**config.mk**
```make
export PLATFORM = sky130hd
export DESIGN_NAME = sysclk_time
export DESIGN_NICKNAME = d
export VERILOG_FILES = /design/src/rtl/sysclk_pkg.sv /design/src/rtl/sysclk_inc_reg.sv /design/src/rtl/sysclk_accum.sv /design/src/rtl/sysclk_regif.sv /design/src/rtl/sysclk_time.sv
export SDC_FILE = /design/constraint.sdc
export NUM_CORES = 1
export LEC_CHECK = 0
export CORE_ASPECT_RATIO = 0.9
export CORE_UTILIZATION = 50
export CTS_CLUSTER_DIAMETER = 40
export CTS_CLUSTER_SIZE = 14
export DETAILED_ROUTE_END_ITERATION = 10
export GPL_ROUTABILITY_DRIVEN = 0
export HOLD_SLACK_MARGIN = 0.05
export PLACE_DENSITY = 0.77
export SKIP_CTS_REPAIR_TIMING = 1
export SYNTH_ARGS = -nofsm -noshare
export SYNTH_HDL_FRONTEND = slang
export SYNTH_SLANG_ARGS = --single-unit
```
**constraint.sdc**
```tcl
create_clock -name clk -period 2.6 [get_ports clk]
set_input_delay 0.65 -clock clk [delete_from_list [all_inputs] [get_ports clk]]
set_output_delay 0.65 -clock clk [all_outputs]
set_load 0.01 [all_outputs]
```
**src/rtl/sysclk_pkg.sv**
```systemverilog
package sysclk_pkg;

  typedef enum logic [1:0] {
    SEL_TLO  = 2'd0,
    SEL_THI  = 2'd1,
    SEL_INC  = 2'd2,
    SEL_NONE = 2'd3
  } sel_e;

  localparam int unsigned WIDE_FIELD_W   = 31;
  localparam int unsigned NARROW_FIELD_W = 24;

endpackage

```
**src/rtl/sysclk_inc_reg.sv**
```systemverilog
module sysclk_inc_reg
  import sysclk_pkg::*;
#(
  parameter int unsigned DATA_W = 32,
  parameter bit          NARROW = 1'b0,
  localparam int unsigned IN_W  = NARROW ? (NARROW_FIELD_W + 1) : WIDE_FIELD_W
) (
  input  logic              clk,
  input  logic              rst_n,
  input  logic              wr_en,
  input  logic [IN_W-1:0]   wr_data,
  output logic [DATA_W-1:0] rd_data,
  output logic [DATA_W-1:0] inc_eff
);

  logic [IN_W-1:0] store_q;

  always_ff @(posedge clk) begin
    if (!rst_n) begin
      store_q <= '0;
    end else if (wr_en) begin
      store_q <= wr_data;
    end
  end

  assign rd_data = {{(DATA_W-IN_W){1'b0}}, store_q};

  generate
    if (NARROW) begin : g_narrow
      // top bit of the stored field is the period enable
      logic period_on;
      assign period_on = store_q[NARROW_FIELD_W];
      assign inc_eff = period_on
                     ? {{(DATA_W-NARROW_FIELD_W){1'b0}}, store_q[NARROW_FIELD_W-1:0]}
                     : '0;
    end else begin : g_wide
      assign inc_eff = {{(DATA_W-IN_W){1'b0}}, store_q};
    end
  endgenerate

endmodule

```
**src/rtl/sysclk_accum.sv**
```systemverilog
module sysclk_accum #(
  parameter int unsigned TIME_W = 64,
  parameter int unsigned INC_W  = 32
) (
  input  logic              clk,
  input  logic              rst_n,
  input  logic              tick,
  input  logic [INC_W-1:0]  inc,
  input  logic              load_en,
  input  logic [TIME_W-1:0] load_val,
  output logic [TIME_W-1:0] time_q,
  output logic              wrap_q
);

  localparam int unsigned PAD_W = TIME_W - INC_W + 1;

  logic [TIME_W:0] sum;

  assign sum = {1'b0, time_q} + {{PAD_W{1'b0}}, inc};

  always_ff @(posedge clk) begin
    if (!rst_n) begin
      time_q <= '0;
      wrap_q <= 1'b0;
    end else if (load_en) begin
      time_q <= load_val;
      wrap_q <= 1'b0;
    end else if (tick) begin
      time_q <= sum[TIME_W-1:0];
      wrap_q <= sum[TIME_W];
    end else begin
      wrap_q <= 1'b0;
    end
  end

endmodule

```
**src/rtl/sysclk_regif.sv**
```systemverilog
module sysclk_regif
  import sysclk_pkg::*;
#(
  parameter int unsigned DATA_W = 32,
  localparam int unsigned TIME_W = 2 * DATA_W
) (
  input  logic              clk,
  input  logic              rst_n,
  input  logic              req_valid,
  output logic              req_ready,
  input  logic              req_write,
  input  logic [1:0]        req_addr,
  input  logic [DATA_W-1:0] req_wdata,
  output logic              rsp_valid,
  input  logic              rsp_ready,
  output logic [DATA_W-1:0] rsp_rdata,
  input  logic [TIME_W-1:0] time_q,
  input  logic [DATA_W-1:0] inc_rd,
  output logic              inc_wr_en,
  output logic              load_en,
  output logic [TIME_W-1:0] load_val
);

  sel_e              sel;
  logic              accept;
  logic              rd_take;
  logic              wr_take;
  logic [DATA_W-1:0] lo_stage_q;
  logic [DATA_W-1:0] shadow_q;
  logic [DATA_W-1:0] rd_mux;

  assign sel       = sel_e'(req_addr);
  assign req_ready = !rsp_valid;
  assign accept    = req_valid && req_ready;
  assign rd_take   = accept && !req_write;
  assign wr_take   = accept && req_write;

  assign inc_wr_en = wr_take && (sel == SEL_INC);
  assign load_en   = wr_take && (sel == SEL_THI);
  assign load_val  = {req_wdata, lo_stage_q};

  always_comb begin
    case (sel)
      SEL_TLO: rd_mux = time_q[DATA_W-1:0];
      SEL_THI: rd_mux = shadow_q;
      SEL_INC: rd_mux = inc_rd;
      default: rd_mux = '0;
    endcase
  end

  always_ff @(posedge clk) begin
    if (!rst_n) begin
      rsp_valid  <= 1'b0;
      rsp_rdata  <= '0;
      lo_stage_q <= '0;
      shadow_q   <= '0;
    end else begin
      if (rsp_valid && rsp_ready) begin
        rsp_valid <= 1'b0;
      end
      if (rd_take) begin
        rsp_valid <= 1'b1;
        rsp_rdata <= rd_mux;
        if (sel == SEL_TLO) begin
          shadow_q <= time_q[TIME_W-1:DATA_W];
        end
      end
      if (wr_take && (sel == SEL_TLO)) begin
        lo_stage_q <= req_wdata;
      end
    end
  end

endmodule

```
**src/rtl/sysclk_time.sv**
```systemverilog
module sysclk_time
  import sysclk_pkg::*;
#(
  parameter int unsigned DATA_W = 32,
  parameter bit          NARROW = 1'b0,
  localparam int unsigned TIME_W = 2 * DATA_W,
  localparam int unsigned IN_W   = NARROW ? (NARROW_FIELD_W + 1) : WIDE_FIELD_W
) (
  input  logic              clk,
  input  logic              rst_n,
  input  logic              tick,
  input  logic              req_valid,
  output logic              req_ready,
  input  logic              req_write,
  input  logic [1:0]        req_addr,
  input  logic [DATA_W-1:0] req_wdata,
  output logic              rsp_valid,
  input  logic              rsp_ready,
  output logic [DATA_W-1:0] rsp_rdata,
  output logic [TIME_W-1:0] time_o,
  output logic              wrap_o
);

  logic              inc_wr_en;
  logic [DATA_W-1:0] inc_rd;
  logic [DATA_W-1:0] inc_eff;
  logic              load_en;
  logic [TIME_W-1:0] load_val;

  sysclk_regif #(.DATA_W(DATA_W)) u_regif (
    .clk       (clk),
    .rst_n     (rst_n),
    .req_valid (req_valid),
    .req_ready (req_ready),
    .req_write (req_write),
    .req_addr  (req_addr),
    .req_wdata (req_wdata),
    .rsp_valid (rsp_valid),
    .rsp_ready (rsp_ready),
    .rsp_rdata (rsp_rdata),
    .time_q    (time_o),
    .inc_rd    (inc_rd),
    .inc_wr_en (inc_wr_en),
    .load_en   (load_en),
    .load_val  (load_val)
  );

  sysclk_inc_reg #(.DATA_W(DATA_W), .NARROW(NARROW)) u_inc (
    .clk     (clk),
    .rst_n   (rst_n),
    .wr_en   (inc_wr_en),
    .wr_data (req_wdata[IN_W-1:0]),
    .rd_data (inc_rd),
    .inc_eff (inc_eff)
  );

  sysclk_accum #(.TIME_W(TIME_W), .INC_W(DATA_W)) u_accum (
    .clk      (clk),
    .rst_n    (rst_n),
    .tick     (tick),
    .inc      (inc_eff),
    .load_en  (load_en),
    .load_val (load_val),
    .time_q   (time_o),
    .wrap_q   (wrap_o)
  );

endmodule

```
==> flow_summary.toml, run 1 <==
[run_status]
status = "finished, violations left"
violations = "setup timing"

[worst_setup_path]
r2r_setup_slack_ns = -0.05
worstSetupPathType = "reg -> reg"
end_kind = "flip-flop"
arrival_ns = 3.01
timing.rr.start = "u_accum.time_q[5]$_SDFFE_PN0P_"
cp-startpoint = "u_accum.time_q[5]$_SDFFE_PN0P_"
start_kind = "flip-flop"
critPathCapture = "u_accum.time_q[60]$_SDFFE_PN0P_"
crit_fanout = 7
r2r_end = "u_accum.time_q[60]$_SDFFE_PN0P_"
crit_required_ns = 2.97
reg2reg_depth = 11

[cells_and_area]
utilization = 0.710
n_fill_cell = 1452
diodes = 0
stdcell_area_um2 = 13700
drive_gt1_frac = 0.186
fin_nets = 1557
area_growth_pct = 38.4
layout_common_cells = "nand2_1 (234), dfxtp_1 (178), a21oi_1 (144)"
final_common_cell = "nand2_1"

[sta]
final.setup.worst_slack_ns = -0.0465
report.final.slew_viol_count = 0
finalHoldViolations = 0
grt_setup_unrepaired = "true"
max_clock_freq_mhz = 378
period_share = 1.02
finClkSkew_ns = 0.0152
finalSetupViolations = 4
fin_crit_ns = 2.65
tightest_slew_ns = 0.618
slew_headroom = 0.588
holdWs_ns = 0.454

[logic_synthesis]
synth_top_area_frac = 0.391
synthArstFlopShare = 0
syn_area_per_cell_um2 = 7.86
synth-seq-cells = 193
synth_cells = 1259
synthFlopType = "dfxtp_1"
ys_types = 60
synthTopCellsByArea = "dfxtp_1 (39%), nand2_1 (8.9%), a21oi_1 (7.8%)"
synth_top_area_cell = "dfxtp_1"
synth_seq_area_share = 0.391
syn-num-nets = 1331
synth-edff-count = 0
yosysWarnings = 0
synth_area_um2 = 9890

[drt]
wl_per_cell_um = 20.1
firstDrtPassIters = 6
routed_wirelength_um = 35100
postRouteAntennaNets = 0
drc = 0
num_vias = 10700
drt_iter0_drc = 1081
vias_per_cell = 6.10

[power]
p_per_area_nw_per_um2 = 491
p_leak_nw = 5.08
vdd_drop_max_uv = 428
power_mw = 6.72

[placed_design]
hpwl_um = 24500
portBuffers = 138
dpl_cell_area_um2 = 12600

[global_routing]
grt_max_degree = 39
grt_pass1_wl_um = 52700
gr-usage-all-layers = 0.339
grt_pass1_vias = 9608
antenna_found_initial = 0
gr-total-overflow = 0

[floorplanning]
ios = 139
die_h_um = 135
start_util = 0.513
die_w_um = 150
num_rows = 48
core_um2 = 19300
dieArea_um2 = 20300

[clocking]
insertion_delay_ns = 0.44
cts.path.max_buffers = 2
cts_root_buf = "clkbuf_16"
clock-sinks = 193
numCtsBuffers = 17
clkTransAtPathRegs_ns = 0.08
cts_tree = "built"
h-tree-depth = 4

[flow_run]
drv_cap = 0

[worst_hold_path]
min_path_type = "reg -> reg"
==> logic make-up (layout without fill, tap and decap cells) <==
group           Yosys count  in the layout  share of synthesized area
simple gates            462            462                      0.202
compound gates          368            368                      0.229
flops                   193            193                      0.391
buf+inv                 102            341                     0.0402
mux                      52             52                     0.0526
xor+xnor                 50             50                     0.0443
fa+ha+maj                32             32                     0.0412
==> worst max-delay path, stage by stage, from the launching register on <==
cell       delay [ns]
dfxtp_1          0.40
ha_4             0.22
o21ai_2          0.10
a211oi_4         0.30
a21oi_2          0.11
o311a_4          0.34
o211ai_1         0.17
buf_4            0.17
o2111ai_2        0.12
buf_6            0.17
or3_1            0.32
a31oi_2          0.15
==> cell usage after synthesis (4+ instances only) <==
cell       count
a21oi_1      155
inv_1         15
o2111ai_1      8
a21o_1        11
mux2i_1       52
buf_1          8
o21ai_0       61
ha_1          31
nand4_1       11
and3_1         6
dfxtp_1      193
or3_1         15
xnor2_1       25
a211oi_1      60
nor2b_1        8
nor3_1        38
nand2b_1       4
a31oi_1       19
nand3_1       20
o21bai_1       5
nor2_1       108
nor4b_1        6
o21ai_1        7
nand2_1      235
o211ai_1      13
clkbuf_1      73
xor2_1        25
==> where the power goes <==
| part | total [mW] | switching (mW) | internal (mW) |
|---|---|---|---|
| clock network | 2.64 | 1.35 | 1.29 |
| logic | 0.956 | 0.510 | 0.446 |
| registers | 3.12 | 0.0737 | 3.05 |
==> stage by stage <==
stage | TNS (ns) | worst slack (ns) | instances
floorplan | -0.00630 | -0.00630 | 1259
global placement | -1.38 | -0.172 | 1708
detailed placement | -3.44 | -0.238 | 1708
CTS | -4.35 | -0.268 | 1740
global route | -1.01 | -0.108 | 1748
finish | -0.106 | -0.0465 | 1748
==> worst min path at each step <==
| stage | to | slack, ns | cells past startpoint | start |
|---|---|---|---|---|
| after CTS | u_regif.lo_stage_q[15]$_SDFFE_PN0P_ | 0.45 | 2 | u_regif.lo_stage_q[15]$_SDFFE_PN0P_ |
| after global routing | u_regif.lo_stage_q[14]$_SDFFE_PN0P_ | 0.47 | 2 | u_regif.lo_stage_q[14]$_SDFFE_PN0P_ |
| after global placement | u_regif.lo_stage_q[10]$_SDFFE_PN0P_ | 0.44 | 2 | u_regif.lo_stage_q[10]$_SDFFE_PN0P_ |
| after floorplan | u_accum.time_q[23]$_SDFFE_PN0P_ | 0.43 | 2 | u_regif.lo_stage_q[23]$_SDFFE_PN0P_ |
| final | u_regif.lo_stage_q[15]$_SDFFE_PN0P_ | 0.45 | 2 | u_regif.lo_stage_q[15]$_SDFFE_PN0P_ |
| after detailed placement | u_regif.lo_stage_q[15]$_SDFFE_PN0P_ | 0.44 | 2 | u_regif.lo_stage_q[15]$_SDFFE_PN0P_ |
==> flip-flops by register name, indices dropped and copies added, names as in the netlist <==
name / flops
u_accum.time_q: 64
u_regif.rsp_rdata: 32
u_accum.wrap_q: 1
u_regif.rsp_valid: 1
u_inc.store_q: 31
u_regif.lo_stage_q: 32
u_regif.shadow_q: 32
==> per-layer routing <==
| layer | part of all wire | GRT usage | up-vias |
|---|---|---|---|
| met4 | 0.022 | 0.108 | 0 |
| met5 | 0 | 0 | - |
| met1 | 0.41 | 0.484 | 5026 |
| li1 | - | - | 4905 |
| met3 | 0.13 | 0.0795 | 80 |
| met2 | 0.44 | 0.499 | 651 |
==> area by class of cell <==
cell class                 count  area [µm²]  area share
clock buffer                  17         425      0.0311
clock inverter                15         164      0.0120
inverter                      16        62.6     0.00457
multi-input combinational    964        6110       0.447
sequential                   193        3880       0.284
tap                          250         313      0.0229
timing repair buffer         293        2720       0.199
No activity file was read; power rests on OpenSTA's default activity.
==> inputs of run 2 (changes only) <==
Settings changed: CELL_PAD_IN_SITES_DETAIL_PLACEMENT set to 0, CELL_PAD_IN_SITES_GLOBAL_PLACEMENT set to 1, CORE_UTILIZATION 50 to 37, PLACE_DENSITY 0.77 to unset, PLACE_DENSITY_LB_ADDON set to 0.1, REMOVE_ABC_BUFFERS set to 1.
==> run 2 against run 1 <==
Net effect:
- the run still ends with setup timing left
- clock skew about the same
- flip-flop and latch count unchanged
- critical path depth unchanged
- register-to-register slack gained 0.02 ns
- cell count is 8.5% higher
- non-clock buffer count rose by 52
- clock power hardly changed
- maximum frequency grew 0.68%
- sequential share of layout area decreased by 0.79 points
- total power fell by 0.39%
- via count shrank 5.0%
- critical path type unchanged
==> flow_summary.toml, run 2 (same netlist as run 1, synthesis figures left out) <==
[worst_setup_path]
timing.rr.start = "u_inc.store_q[0]$_SDFFE_PN0P_"
end_kind = "flip-flop"
crit_fanout = 5
worstSetupPathType = "reg -> reg"
crit_required_ns = 2.92
arrival_ns = 2.95
cp-startpoint = "u_inc.store_q[0]$_SDFFE_PN0P_"
start_kind = "flip-flop"
reg2reg_depth = 11

[drt]
vias_per_cell = 5.34
postRouteAntennaNets = 0
wl_per_cell_um = 18.8
firstDrtPassIters = 5
drt_iter0_drc = 624
routed_wirelength_um = 35700
num_vias = 10100
drc = 0

[sta]
report.final.slew_viol_count = 0
tightest_slew_ns = 0.561
grt_setup_unrepaired = "true"
finClkSkew_ns = 0.0148
fin_crit_ns = 2.63
final.setup.worst_slack_ns = -0.0286
period_share = 1.01
max_clock_freq_mhz = 380
slew_headroom = 0.621
finalSetupViolations = 5
finalHoldViolations = 0

[placed_design]
portBuffers = 138
hpwl_um = 26300
pre_cts_ws_ns = -0.228

[power]
power_mw = 6.69
p_leak_nw = 5.34
vdd_drop_max_uv = 477
p_per_area_nw_per_um2 = 477

[clocking]
cts_tree = "built"
insertion_delay_ns = 0.44
h-tree-depth = 4
clock-sinks = 193
cts_root_buf = "clkbuf_16"
clkTransAtPathRegs_ns = 0.07
cts.path.max_buffers = 2
numCtsBuffers = 17

[worst_hold_path]
hold_path.startpoint = "u_regif.lo_stage_q[15]$_SDFFE_PN0P_"
min_path_type = "reg -> reg"
hold-path-cell-count = 2

[cells_and_area]
largest_register_ffs = 64
diodes = 0
final_common_cell = "nand2_1"
utilization = 0.537
drive_gt1_frac = 0.201
largest_register = "u_accum.time_q"
layout_common_cells = "nand2_1 (235), buf_4 (194), dfxtp_1 (185)"
fin_nets = 1609
area_growth_pct = 42.0

[global_routing]
grt_pass1_vias = 9511
grt_max_degree = 72
gr-total-overflow = 0
antenna_found_initial = 0
gr-usage-all-layers = 0.258
grt_pass1_wl_um = 54600

[flow_run]
drv_cap = 0

[floorplanning]
die_w_um = 174
start_util = 0.378
num_rows = 56
ios = 139
core_um2 = 26100
dieArea_um2 = 27400
die_h_um = 157

[run_status]
violations = "setup timing"
status = "finished, violations left"
## run 2: cell types whose count changed in the layout (fill, tap and decap cells not counted), sizes merged
| cell | before | now |
|---|---|---|
| buf | 157 | 210 |
| clkbuf | 17 | 18 |
| clkdlybuf4s50 | 136 | 135 |
| clkinv | 5 | 4 |
| clkinvlp | 2 | 1 |
## run 2: final timing paths
check,endpoint,slack (ns)
worst max-delay path,u_accum.time_q[52]$_SDFFE_PN0P_,-0.03
worst min-delay path,u_regif.lo_stage_q[15]$_SDFFE_PN0P_,0.45
worst max register to register,u_accum.time_q[52]$_SDFFE_PN0P_,-0.03
worst min register to register,u_regif.lo_stage_q[15]$_SDFFE_PN0P_,0.45
## run 2: through the flow
| step | cells | hold WS [ns] | instance area (µm²) | TNS [ns] |
|---|---|---|---|---|
| floorplan | 1173 | 0.432 | 9550 | -146.39 |
| global placement | 1862 | 0.439 | 13000 | -1.61 |
| detailed placement | 1862 | 0.444 | 13000 | -3.17 |
| CTS | 1893 | 0.455 | 13600 | -4.30 |
| global route | 1897 | 0.473 | 14000 | -1.78 |
| finish | 1897 | 0.452 | 14000 | -0.0855 |
## run 2: power by group
| part | total, mW | switching (mW) | internal (mW) |
|---|---|---|---|
| sequential | 3.11 | 0.0667 | 3.04 |
| combinational | 0.958 | 0.500 | 0.458 |
| clock | 2.62 | 1.33 | 1.29 |
| total | 6.69 | 1.90 | 4.79 |
## run 2: per-layer routing
metal,global-route usage,part of all wire,up-vias
li1,-,-,5001
met1,0.357,0.49,4819
met2,0.415,0.45,266
met3,0.0389,0.044,42
met4,0.0735,0.020,0
met5,0,0,-
## run 2: layout make-up
cell class	instances	area, µm²
multi-input cells	964	6050
clock inverters	13	119
flip-flops and latches	193	3880
clock buffers	18	439
well taps	348	435
fillers	2499	12100
inverters	16	62.6
repair buffers	345	3060
## run 2: worst max-delay path, cell delays in order, from the launching register on
cell and delay, ns:
dfxtp_4 0.36, ha_4 0.14, fa_2 0.24, a21oi_4 0.08, o21ai_4 0.19, a21oi_2 0.10
o311a_4 0.38, o211a_1 0.29, a2111oi_4 0.37, buf_12 0.16, a31o_2 0.14, a31oi_1 0.07
==> inputs of run 3 (changes only) <==
Settings changed: TNS_END_PERCENT set to 50.
==> run 3 against run 2 <==
Net effect:
- die area unchanged
- critical path depth unchanged
- sequential power about the same
- register-to-register slack about the same
- the flow still finishes with violations (setup timing)
- routed wire length up 0.10%
- global-route usage unchanged
- flip-flop and latch count unchanged
- worst hold slack gained 0.00085 ns
==> flow_summary.toml, run 3 (same netlist as run 1, synthesis figures left out) <==
[floorplanning]
dieArea_um2 = 27400
die_w_um = 174
ios = 139
start_util = 0.378
core_um2 = 26100
die_h_um = 157
num_rows = 56

[power]
p_int_mw = 4.79
p_per_area_nw_per_um2 = 477
swShare = 0.284
seq_power_share = 0.465
switchingPower_mw = 1.90
p_clk_frac = 0.392
vdd_drop_max_uv = 475
combPwrFrac = 0.143
p_leak_nw = 5.34

[worst_setup_path]
end_kind = "flip-flop"
start_kind = "flip-flop"
arrival_ns = 2.94
crit_required_ns = 2.92
worstSetupPathType = "reg -> reg"
path_cells = "ha_4, fa_2, a21oi_4, o21ai_4, a21oi_2, o311a_4, o211a_1, a2111oi_4, buf_12, a31o_2, a31oi_1"
cp_slowest_stage_delay_ns = 0.38
crit_fanout = 5
crit_slowest_cell = "o311a_4"

[cells_and_area]
drive_gt1_frac = 0.199
fin_nets = 1608
final_cell_count_no_fill = 1896
diodes = 0
largest_register_ffs = 64
largest_register = "u_accum.time_q"
utilization = 0.537
layout_common_cells = "nand2_1 (235), buf_4 (193), dfxtp_1 (185)"
final_common_cell = "nand2_1"
stdcell_area_um2 = 14000
n_fill_cell = 2501
area_growth_pct = 41.8

[global_routing]
grt_pass1_wl_um = 54600
antenna_found_initial = 0
gr-total-overflow = 0
grt_pass1_vias = 9511
grt_max_degree = 72
gr-usage-all-layers = 0.258

[clocking]
cts_tree = "built"
h-tree-depth = 4
numCtsBuffers = 17
clock-sinks = 193
cts.path.max_buffers = 2
clkTransAtPathRegs_ns = 0.08
cts_root_buf = "clkbuf_16"
insertion_delay_ns = 0.44

[placed_design]
dpl_cell_area_um2 = 13000
pre_cts_ws_ns = -0.228
hpwl_um = 26300
portBuffers = 138
dp_cells = 1862

[sta]
finalSetupViolations = 5
grt_setup_unrepaired = "true"
finClkSkew_ns = 0.0153
final.setup.worst_slack_ns = -0.0279
period_share = 1.01
tightest_slew_ns = 0.551
slew_headroom = 0.628
max_clock_freq_mhz = 381
report.final.slew_viol_count = 0
fin_crit_ns = 2.63
finalHoldViolations = 0

[run_status]
status = "finished, violations left"
violations = "setup timing"

[worst_hold_path]
min_path_type = "reg -> reg"

[drt]
num_vias = 10200
drc = 0
drt_iter0_drc = 598
firstDrtPassIters = 5
routed_wirelength_um = 35700
vias_per_cell = 5.37
wl_per_cell_um = 18.8
postRouteAntennaNets = 0

[flow_run]
drv_cap = 0
## run 3: changes by cell type in the layout (fill, tap and decap cells not counted)
| cell | change |
|---|---|
| a31oi_1 | +1 |
| nor2_2 | -1 |
| a31oi_2 | -1 |
| nor2_1 | +1 |
| buf_4 | -1 |
## run 3: power groups by stage
stage | Combinational (mW) | Sequential (mW) | Clock [mW]
after floorplan | 0.328 | 3.21 | 0
after global placement | 0.930 | 3.17 | 0
after detailed placement | 0.934 | 3.17 | 0
after CTS | 0.939 | 3.10 | 2.67
after global routing | 1.03 | 3.12 | 2.78
final | 0.957 | 3.11 | 2.63
## run 3: critical path, delay by kind of cell (launching register included)
kind	cells	cell delay, ns
adders and majority gates	2	0.37
buffers and inverters	1	0.16
AOI/OAI and AO/OA	8	1.62
DFF	1	0.36
## run 3: area by class of cell
type | instances | area, µm² | share of cell area
timing repair buffer | 344 | 3050 | 0.217
clock buffer | 18 | 439 | 0.0313
multi-input combinational | 964 | 6040 | 0.431
sequential | 193 | 3880 | 0.276
inverter | 16 | 62.6 | 0.00446
tap | 348 | 435 | 0.0310
clock inverter | 13 | 119 | 0.00847
## run 3: worst paths after layout
check,from,to,slack (ns),cells after the start
setup / recovery,u_inc.store_q[0]$_SDFFE_PN0P_,u_accum.time_q[52]$_SDFFE_PN0P_,-0.03,11
hold / removal,u_regif.lo_stage_q[16]$_SDFFE_PN0P_,u_regif.lo_stage_q[16]$_SDFFE_PN0P_,0.45,2
setup reg to reg,u_inc.store_q[0]$_SDFFE_PN0P_,u_accum.time_q[52]$_SDFFE_PN0P_,-0.03,11
hold reg to reg,u_regif.lo_stage_q[16]$_SDFFE_PN0P_,u_regif.lo_stage_q[16]$_SDFFE_PN0P_,0.45,2
## run 3: stage by stage
step	TNS, ns	total power, mW	hold slack (ns)
2_1_floorplan	-146.39	3.54	0.432
3_3_place_gp	-1.61	4.10	0.439
3_5_place_dp	-3.17	4.11	0.444
4_1_cts	-4.30	6.71	0.455
5_1_grt	-1.80	6.93	0.473
6_report	-0.0867	6.70	0.453
## run 3: metal layers
metal	part of all wire	up-vias	GRT usage
met1	0.48	4845	0.357
met2	0.45	301	0.415
met3	0.052	42	0.0389
met4	0.020	0	0.0735
met5	0	-	0
li1	-	4998	-
